===== src/rtl/rxf_pkg.sv =====
package rxf_pkg;

  typedef enum logic [2:0] {
    KIND_ASYNC  = 3'd0,
    KIND_ISO    = 3'd1,
    KIND_CYC    = 3'd2,
    KIND_SELFID = 3'd3,
    KIND_LINKON = 3'd4,
    KIND_PHYCFG = 3'd5
  } pktKindE;

  localparam logic [3:0] ST_GOOD = 4'h1;
  localparam logic [3:0] ST_BAD  = 4'hD;

  typedef struct packed {
    logic wr;         // write this quadlet to the FIFO
    logic capFirst;   // remember as first quadlet of a self-ID pair
    logic checkPair;  // compare against remembered first quadlet
    logic flushOdd;   // unpaired trailing self-ID quadlet
  } dpStrobeT;

endpackage


===== src/rtl/rxf_ctrl.sv =====
module rxf_ctrl
  import rxf_pkg::*;
#(
  parameter int NODE_W = 6
) (
  input  logic              clk,
  input  logic              rstN,
  input  logic              ctlIdValid,
  input  logic              ctlSelfIdRx,
  input  logic              ctlBusyForce,
  input  logic              ctlIsoAll,
  input  logic              ctlIsoRxEn,
  input  logic              ctlCycleStartRx,
  input  logic              asyncEnWe,
  input  logic              asyncEnD,
  input  logic              busReset,
  input  logic [NODE_W-1:0] nodeNum,
  input  logic              pktStart,
  input  logic [2:0]        pktKind,
  input  logic [NODE_W-1:0] pktDest,
  input  logic              qValid,
  input  logic              qLast,
  input  logic              fifoFull,
  output dpStrobeT          strobe,
  output logic              ackValid,
  output logic              ackBusy,
  output logic              dropPulse,
  output logic              asyncEnQ
);

  localparam logic [NODE_W-1:0] BCAST = {NODE_W{1'b1}};

  pktKindE kind;
  logic isBcast, ownAddr, nonBcastOwn;
  logic dKeep, dFirstOnly, dSelf, dAckDue, dAckBusy;
  logic keepQ, firstOnlyQ, selfQ, ackDueQ, ackBusyQ, phaseQ;
  logic curKeep, curFirstOnly, curSelf, curAckDue, curAckBusy, curPhase;

  assign kind        = pktKindE'(pktKind);
  assign isBcast     = (pktDest == BCAST);
  assign ownAddr     = ctlIdValid && (pktDest == nodeNum);
  assign nonBcastOwn = ownAddr && !isBcast;

  // Header decision
  always_comb begin
    dKeep      = 1'b0;
    dFirstOnly = 1'b0;
    dSelf      = 1'b0;
    dAckDue    = 1'b0;
    dAckBusy   = 1'b0;
    unique case (kind)
      KIND_ASYNC: begin
        dKeep    = asyncEnQ && (isBcast || ownAddr) && !fifoFull
                   && !(nonBcastOwn && ctlBusyForce);
        dAckDue  = asyncEnQ && nonBcastOwn;
        dAckBusy = ctlBusyForce || fifoFull;
      end
      KIND_ISO:    dKeep = ctlIsoAll && ctlIsoRxEn && !fifoFull;
      KIND_CYC:    dKeep = ctlCycleStartRx && !fifoFull;
      KIND_SELFID: begin
        dKeep = ctlSelfIdRx && !fifoFull;
        dSelf = 1'b1;
      end
      KIND_LINKON, KIND_PHYCFG: begin
        dKeep      = ctlSelfIdRx && !fifoFull;
        dFirstOnly = 1'b1;
      end
      default: dKeep = 1'b0;
    endcase
  end

  // Header cycle uses the fresh decision, later quadlets the held one
  assign curKeep      = pktStart ? dKeep      : keepQ;
  assign curFirstOnly = pktStart ? dFirstOnly : firstOnlyQ;
  assign curSelf      = pktStart ? dSelf      : selfQ;
  assign curAckDue    = pktStart ? dAckDue    : ackDueQ;
  assign curAckBusy   = pktStart ? dAckBusy   : ackBusyQ;
  assign curPhase     = pktStart ? 1'b0       : phaseQ;

  always_comb begin
    strobe.wr        = qValid && curKeep && (!curFirstOnly || pktStart);
    strobe.capFirst  = qValid && curKeep && curSelf && !curPhase;
    strobe.checkPair = qValid && curKeep && curSelf && curPhase;
    strobe.flushOdd  = qValid && curKeep && curSelf && !curPhase && qLast;
  end

  always_ff @(posedge clk) begin
    if (!rstN) begin
      keepQ      <= 1'b0;
      firstOnlyQ <= 1'b0;
      selfQ      <= 1'b0;
      ackDueQ    <= 1'b0;
      ackBusyQ   <= 1'b0;
      phaseQ     <= 1'b0;
      ackValid   <= 1'b0;
      ackBusy    <= 1'b0;
      dropPulse  <= 1'b0;
      asyncEnQ   <= 1'b0;
    end else begin
      if (busReset)       asyncEnQ <= 1'b0;
      else if (asyncEnWe) asyncEnQ <= asyncEnD;

      ackValid  <= qValid && qLast && curAckDue;
      ackBusy   <= qValid && qLast && curAckDue && curAckBusy;
      dropPulse <= qValid && pktStart && !dKeep;

      if (qValid) begin
        keepQ      <= curKeep && !qLast;
        firstOnlyQ <= curFirstOnly;
        selfQ      <= curSelf;
        ackDueQ    <= curAckDue && !qLast;
        ackBusyQ   <= curAckBusy;
        phaseQ     <= curSelf && !curPhase;
      end
    end
  end

endmodule


===== src/rtl/rxf_datapath.sv =====
module rxf_datapath
  import rxf_pkg::*;
#(
  parameter int QUAD_W = 32
) (
  input  logic              clk,
  input  logic              rstN,
  input  dpStrobeT          strobe,
  input  logic [QUAD_W-1:0] qData,
  output logic              fifoWe,
  output logic [QUAD_W-1:0] fifoData,
  output logic              statusValid,
  output logic [3:0]        statusCode
);

  logic [QUAD_W-1:0] firstQ;
  logic              pairGood;

  assign pairGood = (qData == ~firstQ);

  always_ff @(posedge clk) begin
    if (!rstN) begin
      fifoWe      <= 1'b0;
      fifoData    <= '0;
      firstQ      <= '0;
      statusValid <= 1'b0;
      statusCode  <= 4'h0;
    end else begin
      fifoWe <= strobe.wr;
      if (strobe.wr)       fifoData <= qData;
      if (strobe.capFirst) firstQ   <= qData;
      statusValid <= strobe.checkPair || strobe.flushOdd;
      if (strobe.checkPair)     statusCode <= pairGood ? ST_GOOD : ST_BAD;
      else if (strobe.flushOdd) statusCode <= ST_BAD;
      else                      statusCode <= 4'h0;
    end
  end

endmodule


===== src/rtl/rxf_accept_filter.sv =====
module rxf_accept_filter
  import rxf_pkg::*;
#(
  parameter int NODE_W = 6,
  parameter int QUAD_W = 32
) (
  input  logic              clk,
  input  logic              rstN,
  input  logic              ctlIdValid,
  input  logic              ctlSelfIdRx,
  input  logic              ctlBusyForce,
  input  logic              ctlIsoAll,
  input  logic              ctlIsoRxEn,
  input  logic              ctlCycleStartRx,
  input  logic              asyncEnWe,
  input  logic              asyncEnD,
  input  logic              busReset,
  input  logic [NODE_W-1:0] nodeNum,
  input  logic              pktStart,
  input  logic [2:0]        pktKind,
  input  logic [NODE_W-1:0] pktDest,
  input  logic              qValid,
  input  logic [QUAD_W-1:0] qData,
  input  logic              qLast,
  input  logic              fifoFull,
  output logic              fifoWe,
  output logic [QUAD_W-1:0] fifoData,
  output logic              ackValid,
  output logic              ackBusy,
  output logic              statusValid,
  output logic [3:0]        statusCode,
  output logic              dropPulse,
  output logic              asyncEnQ
);

  dpStrobeT strobe;

  rxf_ctrl #(.NODE_W(NODE_W)) u_ctrl (
    .clk(clk), .rstN(rstN),
    .ctlIdValid(ctlIdValid), .ctlSelfIdRx(ctlSelfIdRx),
    .ctlBusyForce(ctlBusyForce), .ctlIsoAll(ctlIsoAll),
    .ctlIsoRxEn(ctlIsoRxEn), .ctlCycleStartRx(ctlCycleStartRx),
    .asyncEnWe(asyncEnWe), .asyncEnD(asyncEnD), .busReset(busReset),
    .nodeNum(nodeNum), .pktStart(pktStart), .pktKind(pktKind),
    .pktDest(pktDest), .qValid(qValid), .qLast(qLast),
    .fifoFull(fifoFull), .strobe(strobe), .ackValid(ackValid),
    .ackBusy(ackBusy), .dropPulse(dropPulse), .asyncEnQ(asyncEnQ)
  );

  rxf_datapath #(.QUAD_W(QUAD_W)) u_dp (
    .clk(clk), .rstN(rstN), .strobe(strobe), .qData(qData),
    .fifoWe(fifoWe), .fifoData(fifoData),
    .statusValid(statusValid), .statusCode(statusCode)
  );

endmodule


===== config.mk =====
export PLATFORM = sky130hd
export DESIGN_NAME = rxf_accept_filter
export DESIGN_NICKNAME = d
export VERILOG_FILES = /design/src/rtl/rxf_pkg.sv /design/src/rtl/rxf_ctrl.sv /design/src/rtl/rxf_datapath.sv /design/src/rtl/rxf_accept_filter.sv
export SDC_FILE = /design/constraint.sdc
export NUM_CORES = 1
export LEC_CHECK = 0
export BUFFER_PORTS_ARGS = -buffer_cell sky130_fd_sc_hd__buf_2
export CAP_MARGIN = 30
export CORE_MARGIN = 2
export CORE_UTILIZATION = 44
export CTS_CLUSTER_DIAMETER = 80
export DETAILED_ROUTE_END_ITERATION = 8
export PLACE_DENSITY = 0.68
export SYNTH_ARGS = -nofsm -noshare
export SYNTH_HDL_FRONTEND = slang
export SYNTH_SLANG_ARGS = --single-unit

===== constraint.sdc =====
create_clock -name clk -period 2.1 [get_ports clk]
set_input_delay 0.42 -clock clk [delete_from_list [all_inputs] [get_ports clk]]
set_output_delay 0.42 -clock clk [all_outputs]
set_load 0.02 [all_outputs]

==> results of run 1 <==
[where the power goes]
group	leakage [nW]	total, mW	switching, mW	internal [mW]
logic	1.08	0.253	0.144	0.109
registers	0.621	1.47	0.00444	1.47
clock network	0.110	1.21	0.542	0.670
[placed cells by master, fill, tap and decap left out, types with 5 or more instances in the layout]
cell type,n
clkbuf_8,9
nand2_1,105
buf_2,101
and2_1,5
mux2i_1,66
dfxtp_1,77
xor2_1,28
buf_4,6
xnor2_1,10
nand4_1,9
[metal layers]
layer	routed length, um	up-vias	GRT usage [%]
li1	-	1457	-
met1	3720	1309	24.2
met2	3550	62	29.3
met3	416	9	5.80
met4	82	0	4.78
met5	0	-	0
[metrics by stage]
step / setup slack [ns] / hold WS [ns] / area [sq um] / power (mW)
2_1_floorplan: 0.314 / 0.441 / 3520 / 1.64
3_3_place_gp: 0.00791 / 0.441 / 4150 / 1.76
3_5_place_dp: -0.112 / 0.447 / 4150 / 1.76
4_1_cts: 0.0716 / 0.221 / 4370 / 2.96
5_1_grt: 0.0203 / 0.213 / 4370 / 3.06
6_report: 0.126 / 0.238 / 4370 / 2.94
[worst max-delay path: cells and delay by family, from the launching register on]
| family | cells | cell delay, ns |
|---|---|---|
| XOR/XNOR | 1 | 0.18 |
| flip-flops | 1 | 0.35 |
| AND/OR/NAND/NOR | 5 | 1.33 |
[cell type report]
| cell class | count | area (sq um) | area share, % |
|---|---|---|---|
| clock buffers | 10 | 128 | 2.92 |
| clock inverters | 6 | 87.6 | 2.00 |
| inverters | 3 | 11.3 | 0.257 |
| multi-input cells | 271 | 1850 | 42.2 |
| flip-flops and latches | 77 | 1540 | 35.2 |
| well taps | 102 | 128 | 2.92 |
| repair buffers | 111 | 631 | 14.4 |
[kinds of logic (layout without fill, tap and decap cells)]
family | after synthesis | after routing | synth area share [%]
xor gates and xnor gates | 38 | 38 | 9.45
buffers and inverters | 26 | 130 | 4.05
other | 1 | 1 | 0.107
DFF | 77 | 77 | 43.8
AOI/OAI and AO/OA | 19 | 19 | 4.94
muxes | 67 | 67 | 19.2
and+or+nand+nor | 146 | 146 | 18.5
[worst max-delay path by stage]
stage                    startpoint                 end  slack [ns]  depth (start not counted)
floorplan                  qData[2]  u_dp.statusCode[2]        0.31                          6
global placement          qData[21]  u_dp.statusCode[2]       0.008                          7
detailed placement        qData[21]  u_dp.statusCode[2]       -0.11                          7
CTS                 u_dp.firstQ[29]  u_dp.statusCode[2]        0.07                          6
global route         u_dp.firstQ[2]  u_dp.statusCode[2]        0.02                          6
finish              u_dp.firstQ[29]  u_dp.statusCode[2]        0.13                          6
==> impl_metrics.ini, run 1 <==
[sta]
setup_viol = 0
setup_tns_ns = 0
fin_crit_sh_pct = 94.0
maxSlewViolCount = 0
relSlewSlack_pct = 65.9
fmax_mhz = 507
final_hold_viol_count = 0
fin_crit_ns = 1.97
fin_worst_skew_ns = 0.0108
rsz0062_at_grt = false
tightest_slew_ns = 0.504

[setup_path]
crit_arrival_ns = 2.21
crit_chain = xor2_1, nand4_1, nor4_2, nand4_1, or4_1, and3_1
cp.required_ns = 2.33
start_kind = flip-flop
max_stage_delay_ns = 0.51
setup.worst_path.class = flip-flop to flip-flop
r2r-start = u_dp.firstQ[29]
crit_path_end_kind = flip-flop
crit_slowest_cell = or4_1
cp_common_cell = nand4_1
r2r_slack_ns = 0.13
r2r_end = u_dp.statusCode[2]
rr_worst_depth = 6
cp_max_fo = 2

[floorplan]
top_level_ports = 104
die_area_sq_um = 8730
start_util_pct = 45.6
fp-row-count = 32
die_x_um = 93.5
coreArea_sq_um = 7730
die_h_um = 93.5

[cells_and_area]
drive_gt1_share_pct = 28.0
syn_to_final_growth_pct = 24.2
layout.nets = 535
fin_cells = 580
reg.largest.list = u_dp.fifoData (32), u_dp.firstQ (32), u_dp.statusCode (2)
fillers = 721
post-route-util_pct = 56.6
antenna_cells = 0

[global_route]
grt_pass1_vias = 2680
grt_pass1_wl_um = 12600
groute.usage.overall_pct = 18.4
grt-ovfl-total = 0
grt_max_degree = 49
antenna_found_initial = 0

[placement]
dpl.hpwl_um = 5700
dpl.cell_count = 564
place_congestion = 0.791
port-buffer-count = 102

[clock_tree]
h-tree-depth = 3
hold_buffers = 0
cts_sinks = 77
cts_resized = 0
clockBufferDepth = 2
cts_tree = done
clock_latency_ns = 0.34
clk_pin_slew_ns = 0.08
root_buffer = clkbuf_8
numCtsBuffers = 9
cts_setup_buffers = 0

[route]
drtAntennaViolNets = 0
via_per_inst = 4.89
drt-total-wl_um = 7760
num_vias = 2837
dr.pass1.iters = 4
wire_per_inst_um = 13.4
route.detailed.drc = 0
drt-initial-drc-count = 74

[min_path]
hold_end = u_ctrl.asyncEnQ
min_path_cells = 2
hold_class = input port to flip-flop
min_from = busReset

[synthesis]
synth_top_area_cell = dfxtp_1
synth_edf_count = 0
avgSynthCellArea_sq_um = 9.41
synth.area.top_cells = dfxtp_1 (44%), mux2i_1 (19%), nand2_1 (11%), xor2_1 (7.0%), xnor2_1 (2.5%)
yosysWarnings = 0
postSynthCellCount = 374
yosysTopAreaCellShare_pct = 43.8
ys_seq_area_share_pct = 43.8
ys_async_sr_fraction_pct = 0
synth_commonest_cells = nand2_1 (105), dfxtp_1 (77), mux2i_1 (66), xor2_1 (28), clkbuf_1 (14)
synth_cell_types = 41
synth_area_sq_um = 3520
synth.most_common_cell = nand2_1
synth_seq_cells = 77
synth_nets = 436
synth_flop_cell = dfxtp_1

[flow_run]
drv_cap = 0

[status]
status = finished clean

[pwr]
powerDensity_nw_per_um2 = 671
irDropWorstVdd_mv = 0.444
p_leak_nw = 1.81
Note: power is estimated with default switching activity, not from simulation.
==> run 2, diff against run 1 <==
CORE_UTILIZATION = 45   (was 44)
PLACE_DENSITY = 0.69   (was 0.68)
==> run 2 against run 1 <==
Effect of this change:
- critical path type unchanged
- clock skew is 0.0055 ns lower
- critical path depth did not move
- count of clock-buffer cells in the layout is 3 higher
- sequential share of layout area is essentially flat
- combinational power about the same
- flip-flop and latch count unchanged
- worst setup slack better by 0.023 ns
- first-iteration DRC count grew 31%
==> impl_metrics.ini, run 2 (synthesis gave the netlist of run 1 again) <==
[status]
status = finished clean

[placement]
place_congestion = 0.793
post-place-ws_ns = -0.123
port-buffer-count = 102
dpl.hpwl_um = 5610
dpl.cell_count = 563
postPlaceCellArea_sq_um = 4160

[setup_path]
r2r_slack_ns = 0.15
cp_max_fo = 2
setup.worst_path.class = flip-flop to flip-flop
crit_path_end_kind = flip-flop
r2r_end = u_dp.statusCode[2]
cp.required_ns = 2.35
crit_arrival_ns = 2.20
r2r-start = u_dp.firstQ[29]
rr_worst_depth = 6
start_kind = flip-flop

[floorplan]
coreArea_sq_um = 7650
die_x_um = 92.5
start_util_pct = 46.0
die_h_um = 92.5
top_level_ports = 104
fp-row-count = 32
die_area_sq_um = 8550

[cells_and_area]
syn_to_final_growth_pct = 24.3
reg.largest.list = u_dp.fifoData (32), u_dp.firstQ (32), u_dp.statusCode (2)
final_cell_mix = nand2_1 (105), buf_2 (101), dfxtp_1 (77)
antenna_cells = 0
fin_cells = 579
final_common_cell = nand2_1
final_area_sq_um = 4380
layout.nets = 534
drive_gt1_share_pct = 27.9

[sta]
hold_slack_ns = 0.235
maxSlewViolCount = 0
setup_ws_ns = 0.149
setup_viol = 0
fin_crit_sh_pct = 92.9
relSlewSlack_pct = 67.2
fin_crit_ns = 1.95
fin_worst_skew_ns = 0.00529
rsz0062_at_grt = false
fmax_mhz = 513
final_hold_viol_count = 0
tightest_slew_ns = 0.485

[min_path]
hold_class = input port to flip-flop
hold_end = u_ctrl.asyncEnQ
min_from = busReset
min_path_cells = 2

[global_route]
grt_max_degree = 50
grt_pass1_vias = 2694
grtUsageMet3_pct = 5.61
use_met1_pct = 23.3
antenna_found_initial = 0
grtUsageMet2_pct = 29.9
groute.usage.overall_pct = 18.3
top_usage_layer = met2
grt_pass1_wl_um = 12400
grt-ovfl-total = 0

[clock_tree]
cts_tree = done
root_buffer = clkbuf_8
clock_latency_ns = 0.34
cts_setup_buffers = 0
clockBufferDepth = 2
cts_sinks = 77
numCtsBuffers = 9
clk_pin_slew_ns = 0.08
h-tree-depth = 3

[pwr]
powerDensity_nw_per_um2 = 663
irDropWorstVdd_mv = 0.361
p_leak_nw = 1.80

[route]
dr.pass1.iters = 4
drt-total-wl_um = 7650
num_vias = 2821
wire_per_inst_um = 13.2
drt-initial-drc-count = 97
drtAntennaViolNets = 0
via_per_inst = 4.87
route.detailed.drc = 0

[flow_run]
drv_cap = 0
[run 2: cell types whose count changed in the layout (fill, tap and decap cells not counted), sizes merged]
cell,change
buf,-1
clkinv,-3
clkinvlp,+1
clkbuf,+3
bufinv,-1
[run 2: how the worst max path moves through the flow]
stage,slack (ns),end,from
finish,0.15,u_dp.statusCode[2],u_dp.firstQ[29]
global route,0.03,u_dp.statusCode[2],u_dp.firstQ[29]
CTS,0.07,u_dp.statusCode[2],u_dp.firstQ[21]
detailed placement,-0.12,u_dp.statusCode[2],qData[21]
global placement,0.006,u_dp.statusCode[2],qData[21]
floorplan,0.31,u_dp.statusCode[2],qData[2]
[run 2: final cells by class]
class | instances | area [sq um]
clock inverter | 3 | 42.5
inverter | 3 | 11.3
clock buffer | 13 | 169
multi-input combinational | 271 | 1850
tap | 102 | 128
timing repair buffer | 110 | 636
fill | 696 | 3270
sequential | 77 | 1540
[run 2: report_power, final]
part           leakage (nW)  switching [mW]  internal (mW)
clock                 0.106           0.532          0.646
combinational          1.08           0.142          0.108
sequential            0.621         0.00444           1.47
[run 2: routing by layer]
metal	up-vias	part of all wire (%)
met5	-	0
met4	0	0.90
met3	6	6.8
met2	76	47
met1	1296	45
li1	1443	-
[run 2: worst max-delay path: stages (launching register included)]
cell and delay, ns:
dfxtp_1 0.36, xor2_1 0.18, nand4_1 0.16, nor4_2 0.31
nand4_1 0.12, or4_1 0.53, and3_1 0.19
[run 2: per-stage QoR]
| step | TNS [ns] | utilization, % | power (mW) |
|---|---|---|---|
| 6_report | 0 | 57.2 | 2.90 |
| 4_1_cts | 0 | 57.1 | 2.92 |
| 3_5_place_dp | -0.124 | 54.4 | 1.76 |
| 2_1_floorplan | 0 | - | 1.64 |
| 3_3_place_gp | 0 | 54.4 | 1.75 |
| 5_1_grt | 0 | 57.2 | 3.01 |
[run 2: repair_timing]
item,CTS,global route
setup endpoints to repair,0,1
resized for setup,0,1
hold buffers,0,0
==> run 3, diff against run 2 <==
RECOVER_POWER = 50   (was unset)
==> run 3 against run 2 <==
Effect of this change:
- count of clock-buffer cells in the layout is the same
- clock skew grew 0.0053 ns
- clock power is essentially flat
- sequential share of layout area grew 0.73 points
- worst setup slack lost 0.00093 ns
- non-clock buffer count is the same
- total power shrank 0.14%
- critical path depth is the same
- final area shrank 2.0%
- global-route usage is the same
- hold slack is essentially flat
- register-to-register slack is essentially flat
- largest cell class unchanged
==> impl_metrics.ini, run 3 (synthesis gave the netlist of run 1 again) <==
[sta]
setup_tns_ns = 0
setup_ws_ns = 0.148
relSlewSlack_pct = 49.1
setup_viol = 0
tightest_slew_ns = 0.764
rsz0062_at_grt = false
fin_crit_sh_pct = 92.9
fin_worst_skew_ns = 0.0106
fmax_mhz = 512
maxSlewViolCount = 0
fin_crit_ns = 1.95
final_hold_viol_count = 0

[clock_tree]
cts_resized = 0
clk_pin_slew_ns = 0.08
clock_latency_ns = 0.35
cts_tree = done
cts_setup_buffers = 0
hold_buffers = 0
numCtsBuffers = 9
root_buffer = clkbuf_8
clockBufferDepth = 2
h-tree-depth = 3
cts_sinks = 77

[pwr]
p_leak_nw = 1.61
irDropWorstVdd_mv = 0.361
powerDensity_nw_per_um2 = 675

[route]
num_vias = 2816
drt-initial-drc-count = 101
drt-total-wl_um = 7670
wire_per_inst_um = 13.2
drtAntennaViolNets = 0
dr.pass1.iters = 4
route.detailed.drc = 0
via_per_inst = 4.86

[cells_and_area]
drive_gt1_share_pct = 18.2
final_cell_mix = nand2_1 (105), dfxtp_1 (77), mux2i_1 (66)
syn_to_final_growth_pct = 21.7
final_common_cell = nand2_1
multi_input_area_sq_um = 1820
reg.largest.list = u_dp.fifoData (32), u_dp.firstQ (32), u_dp.statusCode (2)
antenna_cells = 0
register_area_sq_um = 1540
layout.nets = 534
fillers = 729

[global_route]
antenna_found_initial = 0
grt_pass1_wl_um = 12400
grt_pass1_vias = 2694
grt-ovfl-total = 0
groute.usage.overall_pct = 18.3
grt_max_degree = 50

[setup_path]
setup.worst_path.class = flip-flop to flip-flop
rr_worst_depth = 6
cp.required_ns = 2.35
r2r-start = u_dp.firstQ[29]
start_kind = flip-flop
cp_max_fo = 2
crit_path_end_kind = flip-flop
r2r_end = u_dp.statusCode[2]
crit_arrival_ns = 2.20
r2r_slack_ns = 0.15

[flow_run]
drv_cap = 0

[floorplan]
die_h_um = 92.5
fp-row-count = 32
die_area_sq_um = 8550
coreArea_sq_um = 7650
die_x_um = 92.5
top_level_ports = 104
start_util_pct = 46.0

[status]
status = finished clean

[placement]
post-place-ws_ns = -0.123
port-buffer-count = 102
dpl.hpwl_um = 5610
place_congestion = 0.793

[min_path]
min_path_cells = 2
hold_class = input port to flip-flop
hold_end = u_ctrl.asyncEnQ
min_from = busReset
run 3: cell types whose count changed in the layout (fill, tap and decap cells not counted), moves of 3 or more:
cell,change
clkbuf_1,+45
and2_1,-3
and2_0,+3
buf_2,-43
buf_4,-3
run 3: layout make-up:
class                   count  share of cell area (%)
inverters                   3                   0.263
clock buffers              13                    3.94
multi-input cells         271                    42.5
clock inverters             3                   0.992
repair buffers            110                    13.3
well taps                 102                    2.98
flip-flops and latches     77                    36.0
run 3: routing by layer:
metal  track usage, %  share of wire (%)  vias up
li1                 -                  -     1448
met3             5.61                6.7        8
met1             23.3                 46     1287
met2             29.9                 46       73
met4             5.60                1.0        0
met5                0                  0        -
run 3: how the worst max path moves through the flow:
stage / startpoint / to / slack (ns)
2_1_floorplan: qData[2] / u_dp.statusCode[2] / 0.31
3_3_place_gp: qData[21] / u_dp.statusCode[2] / 0.006
3_5_place_dp: qData[21] / u_dp.statusCode[2] / -0.12
4_1_cts: u_dp.firstQ[21] / u_dp.statusCode[2] / 0.07
5_1_grt: u_dp.firstQ[29] / u_dp.statusCode[2] / 0.03
6_report: u_dp.firstQ[29] / u_dp.statusCode[2] / 0.15
run 3: power by group:
part           leakage, nW  internal, mW  switching [mW]
clock network        0.106         0.646           0.535
registers            0.621          1.47         0.00451
logic                0.883         0.103           0.140
run 3: critical path, cell delays in order, from the launching register on:
cell	delay [ns]
dfxtp_1	0.36
xor2_1	0.18
nand4_1	0.16
nor4_2	0.31
nand4_1	0.12
or4_1	0.53
and3_1	0.19
run 3: through the flow:
stage	area, sq um	cells	util, %	hold WS (ns)	power (mW)
3_3_place_gp	4160	563	54.4	0.441	1.75
6_report	4290	579	56.1	0.235	2.90
2_1_floorplan	3520	374	-	0.441	1.64
3_5_place_dp	4160	563	54.4	0.446	1.76
4_1_cts	4370	579	57.1	0.223	2.92
5_1_grt	4290	579	56.1	0.226	3.00
